## src/rtl/dps_pkg.sv

```systemverilog
package dps_pkg;

  typedef enum logic [3:0] {
    ST_OFF,
    ST_UP_PANEL,
    ST_UP_LINK,
    ST_UP_BLPWR,
    ST_UP_PWM,
    ST_ON,
    ST_DN_BLON,
    ST_DN_PWM,
    ST_DN_BLPWR,
    ST_DN_LINK
  } dps_state_e;

  function automatic int dps_max(input int a, input int b);
    return (a > b) ? a : b;
  endfunction

endpackage

```

## src/rtl/dps_sync2.sv

```systemverilog
module dps_sync2 #(
  parameter int STAGES = 2
) (
  input  logic clk,
  input  logic rst_n,
  input  logic d_i,
  output logic q_o
);

  logic [STAGES-1:0] sh_q;

  always_ff @(posedge clk or negedge rst_n) begin
    if (!rst_n) sh_q <= '0;
    else        sh_q <= {sh_q[STAGES-2:0], d_i};
  end

  assign q_o = sh_q[STAGES-1];

endmodule

```

## src/rtl/dps_seq_fsm.sv

```systemverilog
module dps_seq_fsm
  import dps_pkg::*;
#(
  parameter int T_P2L   = 20,
  parameter int T_L2B   = 501,
  parameter int T_B2P   = 10,
  parameter int T_P2O   = 10,
  parameter int T_DSTEP = 10,
  parameter int T_L2P   = 20,
  parameter int T_HOLD  = 501
) (
  input  logic       clk,
  input  logic       rst_n,
  input  logic       en_i,
  input  logic       tick_i,
  input  logic       err_i,
  output dps_state_e state_o,
  output logic       fault_o
);

  localparam int MAXT = dps_max(dps_max(dps_max(T_P2L, T_L2B), dps_max(T_B2P, T_P2O)),
                                dps_max(dps_max(T_DSTEP, T_L2P), T_HOLD));
  localparam int CW   = $clog2(MAXT + 1);

  dps_state_e    st_q, st_d;
  logic [CW-1:0] cnt_q, cnt_d, lim_m1;
  logic          fault_q, fault_d;
  logic          conv_on, abort, done, hold_ok;

  always_comb begin
    case (st_q)
      ST_UP_PANEL: lim_m1 = CW'(T_P2L - 1);
      ST_UP_LINK:  lim_m1 = CW'(T_L2B - 1);
      ST_UP_BLPWR: lim_m1 = CW'(T_B2P - 1);
      ST_UP_PWM:   lim_m1 = CW'(T_P2O - 1);
      ST_DN_BLON,
      ST_DN_PWM,
      ST_DN_BLPWR: lim_m1 = CW'(T_DSTEP - 1);
      ST_DN_LINK:  lim_m1 = CW'(T_L2P - 1);
      default:     lim_m1 = '0;
    endcase
  end

  assign conv_on = (st_q == ST_UP_BLPWR) || (st_q == ST_UP_PWM) || (st_q == ST_ON) ||
                   (st_q == ST_DN_BLON)  || (st_q == ST_DN_PWM);
  assign done    = tick_i && (cnt_q == lim_m1);
  assign hold_ok = (cnt_q >= CW'(T_HOLD));
  assign abort   = !en_i || fault_q || (err_i && conv_on);

  always_comb begin
    st_d = st_q;
    case (st_q)
      ST_OFF:      if (en_i && !fault_q && hold_ok) st_d = ST_UP_PANEL;
      ST_UP_PANEL: if (abort) st_d = ST_OFF;      else if (done) st_d = ST_UP_LINK;
      ST_UP_LINK:  if (abort) st_d = ST_DN_LINK;  else if (done) st_d = ST_UP_BLPWR;
      ST_UP_BLPWR: if (abort) st_d = ST_DN_BLPWR; else if (done) st_d = ST_UP_PWM;
      ST_UP_PWM:   if (abort) st_d = ST_DN_PWM;   else if (done) st_d = ST_ON;
      ST_ON:       if (abort) st_d = ST_DN_BLON;
      ST_DN_BLON:  if (done) st_d = ST_DN_PWM;
      ST_DN_PWM:   if (done) st_d = ST_DN_BLPWR;
      ST_DN_BLPWR: if (done) st_d = ST_DN_LINK;
      ST_DN_LINK:  if (done) st_d = ST_OFF;
      default:     st_d = ST_OFF;
    endcase
  end

  always_comb begin
    if (st_d != st_q)                         cnt_d = '0;
    else if (tick_i && (cnt_q != CW'(MAXT)))  cnt_d = cnt_q + 1'b1;
    else                                      cnt_d = cnt_q;
  end

  always_comb begin
    if (!en_i)                 fault_d = 1'b0;
    else if (err_i && conv_on) fault_d = 1'b1;
    else                       fault_d = fault_q;
  end

  always_ff @(posedge clk or negedge rst_n) begin
    if (!rst_n) begin
      st_q    <= ST_OFF;
      cnt_q   <= CW'(T_HOLD);
      fault_q <= 1'b0;
    end else begin
      st_q    <= st_d;
      cnt_q   <= cnt_d;
      fault_q <= fault_d;
    end
  end

  assign state_o = st_q;
  assign fault_o = fault_q;

endmodule

```

## src/rtl/dps_pwm.sv

```systemverilog
module dps_pwm #(
  parameter int DIV      = 1221,
  parameter int DUTY_W   = 8,
  parameter int DUTY_MIN = 13
) (
  input  logic              clk,
  input  logic              rst_n,
  input  logic              run_i,
  input  logic              take_i,
  input  logic [DUTY_W-1:0] duty_i,
  output logic              pwm_o
);

  localparam int              PW   = (DIV > 2) ? $clog2(DIV) : 1;
  localparam logic [DUTY_W-1:0] DMIN = DUTY_W'(DUTY_MIN);

  logic [PW-1:0]     pre_q, pre_d;
  logic [DUTY_W-1:0] step_q, step_d, duty_q, duty_d, duty_eff;

  always_comb begin
    duty_d = take_i ? duty_i : duty_q;
    if (!run_i) begin
      pre_d  = '0;
      step_d = '0;
    end else if (pre_q == PW'(DIV - 1)) begin
      pre_d  = '0;
      step_d = step_q + 1'b1;
    end else begin
      pre_d  = pre_q + 1'b1;
      step_d = step_q;
    end
  end

  always_ff @(posedge clk or negedge rst_n) begin
    if (!rst_n) begin
      pre_q  <= '0;
      step_q <= '0;
      duty_q <= '0;
    end else begin
      pre_q  <= pre_d;
      step_q <= step_d;
      duty_q <= duty_d;
    end
  end

  assign duty_eff = (duty_q < DMIN) ? DMIN : duty_q;
  assign pwm_o    = run_i && (step_q < duty_eff);

endmodule

```

## src/rtl/disp_pwr_seq.sv

```systemverilog
module disp_pwr_seq
  import dps_pkg::*;
#(
  parameter int T_P2L    = 20,
  parameter int T_L2B    = 501,
  parameter int T_B2P    = 10,
  parameter int T_P2O    = 10,
  parameter int T_DSTEP  = 10,
  parameter int T_L2P    = 20,
  parameter int T_HOLD   = 501,
  parameter int PWM_DIV  = 1221,
  parameter int DUTY_W   = 8,
  parameter int DUTY_MIN = 13,
  parameter int SYNC_STG = 2
) (
  input  logic              clk,
  input  logic              rst_n,
  input  logic              en_i,
  input  logic              tick_i,
  input  logic [DUTY_W-1:0] duty_i,
  input  logic              conv_err_i,
  output logic              panel_pwr_o,
  output logic              link_en_o,
  output logic              bl_pwr_o,
  output logic              pwm_o,
  output logic              bl_on_o,
  output logic              fault_o
);

  dps_state_e st;
  logic       err_s, pwm_run, duty_take;

  dps_sync2 #(.STAGES(SYNC_STG)) u_err_sync (
    .clk(clk), .rst_n(rst_n), .d_i(conv_err_i), .q_o(err_s)
  );

  dps_seq_fsm #(
    .T_P2L(T_P2L), .T_L2B(T_L2B), .T_B2P(T_B2P), .T_P2O(T_P2O),
    .T_DSTEP(T_DSTEP), .T_L2P(T_L2P), .T_HOLD(T_HOLD)
  ) u_fsm (
    .clk(clk), .rst_n(rst_n), .en_i(en_i), .tick_i(tick_i), .err_i(err_s),
    .state_o(st), .fault_o(fault_o)
  );

  assign panel_pwr_o = (st != ST_OFF);
  assign link_en_o   = (st != ST_OFF) && (st != ST_UP_PANEL) && (st != ST_DN_LINK);
  assign bl_pwr_o    = (st == ST_UP_BLPWR) || (st == ST_UP_PWM) || (st == ST_ON) ||
                       (st == ST_DN_BLON)  || (st == ST_DN_PWM);
  assign pwm_run     = (st == ST_UP_PWM) || (st == ST_ON) || (st == ST_DN_BLON);
  assign bl_on_o     = (st == ST_ON);
  assign duty_take   = (st == ST_OFF) || (st == ST_ON);

  dps_pwm #(.DIV(PWM_DIV), .DUTY_W(DUTY_W), .DUTY_MIN(DUTY_MIN)) u_pwm (
    .clk(clk), .rst_n(rst_n), .run_i(pwm_run), .take_i(duty_take),
    .duty_i(duty_i), .pwm_o(pwm_o)
  );

endmodule

```

## config.mk

```make
export PLATFORM = sky130hd
export DESIGN_NAME = disp_pwr_seq
export DESIGN_NICKNAME = d
export VERILOG_FILES = /design/src/rtl/dps_pkg.sv /design/src/rtl/dps_sync2.sv /design/src/rtl/dps_seq_fsm.sv /design/src/rtl/dps_pwm.sv /design/src/rtl/disp_pwr_seq.sv
export SDC_FILE = /design/constraint.sdc
export NUM_CORES = 1
export LEC_CHECK = 0
export CAP_MARGIN = 10
export CORE_ASPECT_RATIO = 0.7
export CORE_UTILIZATION = 39
export CTS_CLUSTER_SIZE = 16
export DETAILED_ROUTE_END_ITERATION = 8
export REMOVE_ABC_BUFFERS = 1
export SETUP_SLACK_MARGIN = 0.1
export SLEW_MARGIN = 20
export SYNTH_ARGS = -nofsm -noshare
export SYNTH_HDL_FRONTEND = slang
export SYNTH_SLANG_ARGS = --single-unit
```

## constraint.sdc

```tcl
create_clock -name clk -period 3.69 [get_ports clk]
set_input_delay 0.738 -clock clk [delete_from_list [all_inputs] [get_ports clk]]
set_output_delay 0.738 -clock clk [all_outputs]
set_load 0.01 [all_outputs]
```

**Word-level counts from Yosys, hierarchy flattened**

Memories as Yosys holds them, arrays and structs flattened.
Cells that the tools add are included.

- Bits in registers: 43
- ROM bits: 144
- Input port bits: 13
- Output and inout bits: 6
- Logic and storage cells: 77
- Memories kept: 1

Memories:

| name | words | width | rd ports | clocked after memory_dff | write ports | line | text |
|---|---|---|---|---|---|---|---|
| (no name shown) | 16 | 9 | 1 | 0 | 0 | dps_seq_fsm.sv:31 | `case (st_q)` |

- Add/sub/neg operators: 3
- Magnitude comparators: 3
- Equal/unequal tests: 17
- Mux-type cells: 24
- Reductions and logical operators: 22

Operators by type and width:

| cell | number |
|---|---|
| two-way mux 4 bit | 14 |
| case mux 4 bit (10 select lines) | 1 |
| two-way mux 8 bit | 3 |
| two-way mux 11 bit | 2 |
| two-way mux 9 bit | 2 |
| == test 4 x 3 -> 1 bit (second input constant) | 4 |
| adder 11 x 1 -> 11 bit (second input constant) | 1 |
| == test 11 bit (second input constant) | 1 |
| adder 9 x 1 -> 9 bit (second input constant) | 1 |
| == test 9 bit | 1 |
| greater-or-equal comparator 9 bit (second input constant) | 1 |
| logical OR 1 bit | 9 |
| inequality test 9 bit (second input constant) | 1 |
| adder 8 x 1 -> 8 bit (second input constant) | 1 |
| == test 4 x 2 -> 1 bit (second input constant) | 2 |
| == test 4 bit (second input constant) | 2 |
| logical AND 1 bit | 8 |
| < comparator 8 x 4 -> 1 bit (second input constant) | 1 |
| < comparator 8 bit | 1 |
| == test 4 x 1 -> 1 bit (second input constant) | 1 |
| logical NOT 4 bit | 1 |
| inequality test 4 x 1 -> 1 bit (second input constant) | 1 |
| inequality test 4 bit | 1 |
| inequality test 4 bit (second input constant) | 1 |
| other kinds (6) | 8 |

**Logic depth before layout (Yosys ltp)**

Gate-level depths: netlist (run 1).

- Depth after elaboration: 11
- Depth in mapped cells: 12
- Depth with buffers taken out: 9

**By module**

Synthesis (run 1) repeated with hierarchy kept, for this count alone.

- Cell total of the unflattened synthesis: 338
- Area total of the unflattened synthesis: 3009.1 µm²

By module, submodules not included:

| module | times used | cells each | area an instance (µm²) | seq. area each (µm²) |
|---|---|---|---|---|
| dps_seq_fsm | 1 | 183 | 1478.9 | 359.1 |
| dps_pwm | 1 | 141 | 1418.9 | 675.6 |
| disp_pwr_seq | 1 | 12 | 61.3 | 0.0 |
| dps_sync2 | 1 | 2 | 50.0 | 50.0 |

**Least setup slack after synthesis (run 1)**

OpenSTA, ideal clock, no wires.

- Kind: flip-flop to flip-flop
- Start point: reg u_fsm.st_q[1] (netlist: u_fsm.state_o[1])
- End point: reg u_fsm.cnt_q[0]
- Library setup time: 0.083 ns
- Arrival time: 2.579 ns
- Slack: 1.028 ns
- Cell stages (with the launch flop): 12
- Path buffers: 2
- Period minus slack after synthesis: 2.662 ns
- Path through: dfrtp_1 clkbuf_1 inv_1 ha_1 or3_1 clkbuf_2 a311o_1 o211ai_2 nor3_1 a31oi_1 o311ai_2 nor3_1

- Longest elaborated chain between the ends: 11

RTL lines:

| element | line | text |
|---|---|---|
| start: declaration | dps_seq_fsm.sv:25 | `dps_state_e st_q, st_d;` |
| start signal: assignment | dps_seq_fsm.sv:85 | `st_q <= st_d;` |
| branches (longest 9 deep; another with memory (16 x 9 bit)) | - |  |
| inequality test 4 bit * | dps_seq_fsm.sv:68 | `if (st_d != st_q) cnt_d = '0;` |
| two-way mux 9 bit or nonzero test 2 bit (tied branches) | - |  |
| end signal: assignment | dps_seq_fsm.sv:82 | `cnt_q <= CW'(T_HOLD);` |
| end signal: assignment | dps_seq_fsm.sv:86 | `cnt_q <= cnt_d;` |
| end: declaration | dps_seq_fsm.sv:26 | `logic [CW-1:0] cnt_q, cnt_d, lim_m1;` |

Every way passes the cells marked *.
A chain may end at the register's enable or synchronous reset.

**Worst setup path after layout (run 1)**

- Start point: reg u_fsm.st_q[0] (netlist: u_fsm.state_o[0])
- End point: out pwm_o

- Longest elaborated chain between the ends: 4

RTL lines:

| element | line | text |
|---|---|---|
| == test 4 x 3 -> 1 bit | disp_pwr_seq.sv:49 | `assign pwm_run = (st == ST_UP_PWM) \|\| (st == ST_ON) \|\| (st == ST_DN_BLON);` |
| logical OR 1 bit | disp_pwr_seq.sv:49 |  |
| logical OR 1 bit * | disp_pwr_seq.sv:49 |  |
| logical AND 1 bit * | dps_pwm.sv:47 | `assign pwm_o = run_i && (step_q < duty_eff);` |
| end: declaration | disp_pwr_seq.sv:25 | `output logic pwm_o,` |

Every way passes the cells marked *; elsewhere a longest branch is shown, timed or not.

==> reports/results.ini, run 1 <==
[worst_hold_path]
hold_class=reg2reg
hold_depth=0
min_to=u_err_sync.sh_q[1]
min_from=u_err_sync.sh_q[0]

[worst_setup_path]
r2r_cells=9
crit_arrival_ns=2.65
path_class=reg2out
path_max_fanout=9
rrSetupSlack_ns=0.66
reg2reg_from=u_fsm.state_o[0]
crit_path_start_kind=flip-flop
cp-startpoint=u_fsm.state_o[0]
r2r-end=u_fsm.cnt_q[7]
required_ns=2.95
crit_path_end_kind=output pin

[synth]
syn_area_um2=2900
ys_warn_count=0
synthArstFlopShare=1.00
synth_cells=333
synth_top_area_frac=0.311
synth.distinct_cells=57
synth_edf_count=0
synth_top_area_cell=dfrtp_1
ys.flop_type=dfrtp_1
ys_ff_latch=43
avgSynthCellArea_um2=8.71
synth_seq_area_share=0.374
synth_area_leaders=dfrtp_1, ha_1, dfstp_2, nor2_1, xor2_1

[clocking]
path_clk_slew_ns=0.08
hold_buffers=0
cts_buffers=5
cts_resized=0
cts_setup_buffers=0
clock-sinks=43
clock_path_buffers=2
cts_tree=yes
worstSkewPairLatency_ns=0.29
cts_root_buf=clkbuf_8
cts_max_level=2

[routing]
first_iter_violations=264
wl_per_cell_um=14.9
vias_per_cell=5.72
ant_nets=0
drt_wl_total_um=6600
vias=2532
detail_route.drc_violations=0
drt-pass1-iter-count=5

[finish]
n_antenna_cell=0
fillCellCount=676
area_growth_pct=14.0
drive_above_1_share=0.100
final_util=0.474
fin_nets=378

[sta]
rsz0062_at_grt=false
setup_viol=0
max_freq_ghz=0.295
max_slew_margin=0.361
fin_tns_setup_ns=0
finalMaxSlewViolations=0
min_period_ns=3.39
hold_violations=0
finalClockSkew_ns=0.00388
worst_slew_pin_slew_ns=0.958
fin_crit_sh=0.919

[grt]
grt_pass1_wl_um=11200
grt_max_degree=44
antenna_found_initial=0
grt_use_total=0.183
grt_pass1_vias=2307
gr-total-overflow=0

[die]
io_pins=19
dieArea_um2=7790
die_h_um=74.1
dieWidth_um=105
coreArea_um2=6980
initial_core_util=0.416
row_count=25

[placement]
place_congestion=0.888
port-buffer-count=18
hpwl_um=4760

[status]
status=completed

[pwr]
powerDensity_nw_per_um2=533
ir_worst_vdd_v=0.000228
p_leak_nw=1.38

[run]
drv_cap=0

synthesized netlist by cell type (all sizes together) (9+ instances only):
cell    instances
clkbuf         15
xor2           14
inv            12
o21ai          19
ha             17
nand4           9
nor2           38
nand3          22
xnor2          10
nor3           13
a21oi          13
dfrtp          36
nand2          27
final cells by class:
class | count | area, um^2 | area share
Tap cell | 94 | 118 | 0.0356
Multi-Input combinational cell | 260 | 1710 | 0.519
Inverter | 13 | 48.8 | 0.0148
Clock inverter | 3 | 43.8 | 0.0132
Clock buffer | 5 | 68.8 | 0.0208
Timing Repair Buffer | 25 | 228 | 0.0689
Sequential cell | 43 | 1080 | 0.328
per-layer routing:
metal / wire length (um) / track usage / vias to the layer above
met2: 2570 / 0.271 / 91
met4: 65 / 0.0454 / 0
met5: 0 / 0 / -
met3: 480 / 0.0438 / 9
li1: - / - / 1226
met1: 3480 / 0.269 / 1206
worst max-delay path, stage by stage, from the launching register on:
cell and delay (ns):
dfrtp_1 0.50, inv_1 0.18, ha_1 0.36, or3_1 0.29
nand2_1 0.11, a211oi_1 0.23, o21a_1 0.17, clkdlybuf4s50_1 0.53
how the worst max path moves through the flow:
| stage | endpoint | slack (ns) | cells after the start |
|---|---|---|---|
| 2_1_floorplan | u_fsm.cnt_q[0] | 1.07 | 9 |
| 6_report | pwm_o | 0.30 | 7 |
| 5_1_grt | pwm_o | 0.13 | 10 |
| 3_5_place_dp | pwm_o | 0.47 | 10 |
| 4_1_cts | pwm_o | 0.11 | 10 |
| 3_3_place_gp | pwm_o | 0.51 | 10 |
sequential cells by signal, summed over array words and instances, names as in the netlist:
name / count
u_pwm.pre_q: 11
u_fsm.state_o: 4
u_fsm.fault_o: 1
u_pwm.duty_q: 8
u_err_sync.sh_q: 2
u_pwm.step_q: 8
u_fsm.cnt_q: 9
through the flow:
stage | cell area, um^2 | setup slack (ns) | total power, mW | instances | hold slack, ns
6_report | 3310 | 0.297 | 1.76 | 443 | 0.375
5_1_grt | 3310 | 0.127 | 1.89 | 443 | 0.386
4_1_cts | 3290 | 0.112 | 1.75 | 443 | 0.377
3_5_place_dp | 3180 | 0.466 | 1.38 | 435 | 0.345
3_3_place_gp | 3180 | 0.508 | 1.37 | 435 | 0.332
2_1_floorplan | 2830 | 1.07 | 1.13 | 316 | 0.331
power by group:
group,total (mW),leakage (nW),internal [mW],switching [mW]
clock network,0.368,0.0581,0.202,0.166
registers,0.642,0.551,0.547,0.0951
logic,0.753,0.771,0.312,0.442
cell families after synthesis:
logic type      after synthesis  share of synthesized area
mux                           6                     0.0224
simple gates                146                      0.260
flops                        43                      0.374
xor+xnor                     24                     0.0725
compound gates               67                      0.158
fa+ha+maj                    17                     0.0734
buf+inv                      30                     0.0397
cell usage in the layout, fill, tap and decap left out, types with 3 or more instances in the layout:
| cell | n |
|---|---|
| xor2_1 | 14 |
| mux2_2 | 4 |
| inv_1 | 12 |
| ha_1 | 17 |
| dfrtp_1 | 36 |
| and3_1 | 4 |
| xnor2_1 | 10 |
| and2_1 | 3 |
| nand4_1 | 9 |
| a31oi_1 | 6 |
| nor2b_1 | 7 |
| or3_1 | 5 |
| clkbuf_8 | 5 |
| a21o_1 | 5 |
| nand3_1 | 22 |
| o21ai_0 | 17 |
| a21oi_1 | 13 |
| clkdlybuf4s50_1 | 17 |
| buf_4 | 7 |
| o211ai_1 | 3 |
| nor2_1 | 38 |
| dfstp_2 | 7 |
| nor3_1 | 12 |
| o21a_1 | 3 |
| nand2_1 | 27 |
No activity file was read; power rests on OpenSTA's default activity.
==> run 2: changes to the inputs <==
--- a/config.mk
+++ b/config.mk
@@ -8,7 +8,6 @@
 export CAP_MARGIN = 10
 export CORE_ASPECT_RATIO = 0.7
 export CORE_UTILIZATION = 39
-export CTS_CLUSTER_SIZE = 16
 export DETAILED_ROUTE_END_ITERATION = 8
 export REMOVE_ABC_BUFFERS = 1
 export SETUP_SLACK_MARGIN = 0.1
==> results of run 2 <==
No change in the layout: final DEF, timing and power equal those of run 1.
==> run 3: changes to the inputs <==
--- a/config.mk
+++ b/config.mk
@@ -7,7 +7,8 @@
 export LEC_CHECK = 0
 export CAP_MARGIN = 10
 export CORE_ASPECT_RATIO = 0.7
-export CORE_UTILIZATION = 39
+export CORE_MARGIN = 2
+export CORE_UTILIZATION = 30
 export DETAILED_ROUTE_END_ITERATION = 8
 export REMOVE_ABC_BUFFERS = 1
 export SETUP_SLACK_MARGIN = 0.1
==> run 3 against run 2 <==
  * Global-route usage fell by 4.1 points
  * Non-clock buffer count unchanged
  * Sequential share of layout area shrank 0.88 points
  * Die area is 35% higher
  * Maximum frequency fell by 0.48%
  * Critical endpoint unchanged
  * Power is 3.6% higher
  * Count of clock-buffer cells in the layout rose by 1
==> reports/results.ini, run 3 (synthesized netlist as in run 1, its figures left out) <==
[status]
status=completed

[placement]
port-buffer-count=18
hpwl_um=5170
pre_cts_slack_ns=0.489
place_congestion=0.932

[pwr]
p_leak_nw=1.39
powerDensity_nw_per_um2=538
power.total_mw=1.83
ir_worst_vdd_v=0.000269

[finish]
fillCellCount=945
largest_reg_flops=11
n_antenna_cell=0
drive_above_1_share=0.103
largest_registers=u_pwm.pre_q x11, u_fsm.cnt_q x9
layout_common_cells=nor2_1, dfrtp_1, nand2_1
regMostFlops=u_pwm.pre_q
area_growth_pct=17.2
fin_nets=378
layout_commonest_cell=nor2_1

[clocking]
clock-sinks=43
cts_root_buf=clkbuf_16
cts_tree=yes
hold_buffers=0
worstSkewPairLatency_ns=0.28
clock_path_buffers=2
cts_max_level=2
cts_buffers=5
path_clk_slew_ns=0.06

[routing]
detail_route.drc_violations=0
drt-pass1-iter-count=4
ant_nets=0
vias_per_cell=5.19
vias=2455
first_iter_violations=168
drt_wl_total_um=6970
wl_per_cell_um=14.7

[die]
dieWidth_um=121
coreArea_um2=9220
io_pins=19
row_count=29
dieArea_um2=10500
initial_core_util=0.315
die_h_um=86.2

[worst_setup_path]
reg2reg_from=u_fsm.state_o[0]
r2r_cells=9
crit_path_start_kind=flip-flop
path_max_fanout=9
required_ns=2.95
crit_arrival_ns=2.67
crit_path_end_kind=output pin
crit_end=pwm_o
path_class=reg2out
r2r-end=u_fsm.cnt_q[2]
rrSetupSlack_ns=0.48
cp-startpoint=u_fsm.state_o[0]

[sta]
fin_tns_setup_ns=0
finalMaxSlewViolations=0
worst_slew_pin_slew_ns=0.646
setup_viol=0
max_freq_ghz=0.293
finalClockSkew_ns=0.00593
hold_violations=0
setup_ws_ns=0.281
rsz0062_at_grt=false
hold_slack_ns=0.358
max_slew_margin=0.567
min_period_ns=3.41
fin_crit_sh=0.924

[grt]
grt_pass1_wl_um=11900
gr-total-overflow=0
grt_max_degree=44
grt_pass1_vias=2390
antenna_found_initial=0
grt_use_total=0.142

[worst_hold_path]
hold_class=reg2reg

[run]
drv_cap=0

-- run 3: changes by cell type in the layout (fill, tap and decap cells not counted), sizes merged --
cell / change
clkbuf: +1
clkinv: -1
clkinvlp: +1
bufinv: -1
-- run 3: worst max-delay path: stages, from the launching register on --
cell and delay [ns]:
dfrtp_1 0.49, inv_1 0.18, ha_1 0.39, or3_1 0.28, nand2_1 0.12, a211oi_1 0.25
o21a_1 0.16, clkdlybuf4s50_1 0.52
-- run 3: repair_timing --
item	CTS	global route
resized for setup	0	4
setup endpoints to repair	0	1
buffers inserted	0	0
hold endpoints to repair	0	0
-- run 3: area by class of cell --
| cell class | count | area, um^2 | share of cell area |
|---|---|---|---|
| tap | 124 | 155 | 0.0457 |
| clock inverter | 2 | 12.5 | 0.00368 |
| inverter | 13 | 48.8 | 0.0144 |
| multi-input combinational | 260 | 1720 | 0.506 |
| clock buffer | 6 | 129 | 0.0379 |
| timing repair buffer | 25 | 248 | 0.0729 |
| sequential | 43 | 1080 | 0.319 |
-- run 3: how the worst min path moves through the flow --
stage / start / end / slack, ns / depth (start not counted)
2_1_floorplan: u_err_sync.sh_q[0] / u_err_sync.sh_q[1] / 0.33 / 0
3_3_place_gp: u_err_sync.sh_q[0] / u_err_sync.sh_q[1] / 0.35 / 0
3_5_place_dp: u_err_sync.sh_q[0] / u_err_sync.sh_q[1] / 0.34 / 0
4_1_cts: u_err_sync.sh_q[0] / u_err_sync.sh_q[1] / 0.36 / 0
5_1_grt: u_err_sync.sh_q[0] / u_err_sync.sh_q[1] / 0.37 / 0
6_report: u_err_sync.sh_q[0] / u_err_sync.sh_q[1] / 0.36 / 0
-- run 3: stage by stage --
| stage | cells | util | area (um^2) |
|---|---|---|---|
| 2_1_floorplan | 316 | - | 2830 |
| 3_3_place_gp | 464 | 0.348 | 3210 |
| 3_5_place_dp | 464 | 0.348 | 3210 |
| 4_1_cts | 472 | 0.363 | 3350 |
| 5_1_grt | 473 | 0.369 | 3400 |
| 6_report | 473 | 0.369 | 3400 |
-- run 3: where the power goes --
part           switching [mW]  leakage, nW  internal [mW]
clock network           0.177       0.0669          0.250
logic                   0.439        0.777          0.311
registers               0.101        0.551          0.548
-- run 3: routing by layer --
layer | vias to the layer above | share of wire | global-route usage
met1 | 1181 | 0.54 | 0.218
met5 | - | 0 | 0
li1 | 1220 | - | -
met4 | 0 | 0.0060 | 0.0251
met3 | 4 | 0.046 | 0.0316
met2 | 50 | 0.41 | 0.204
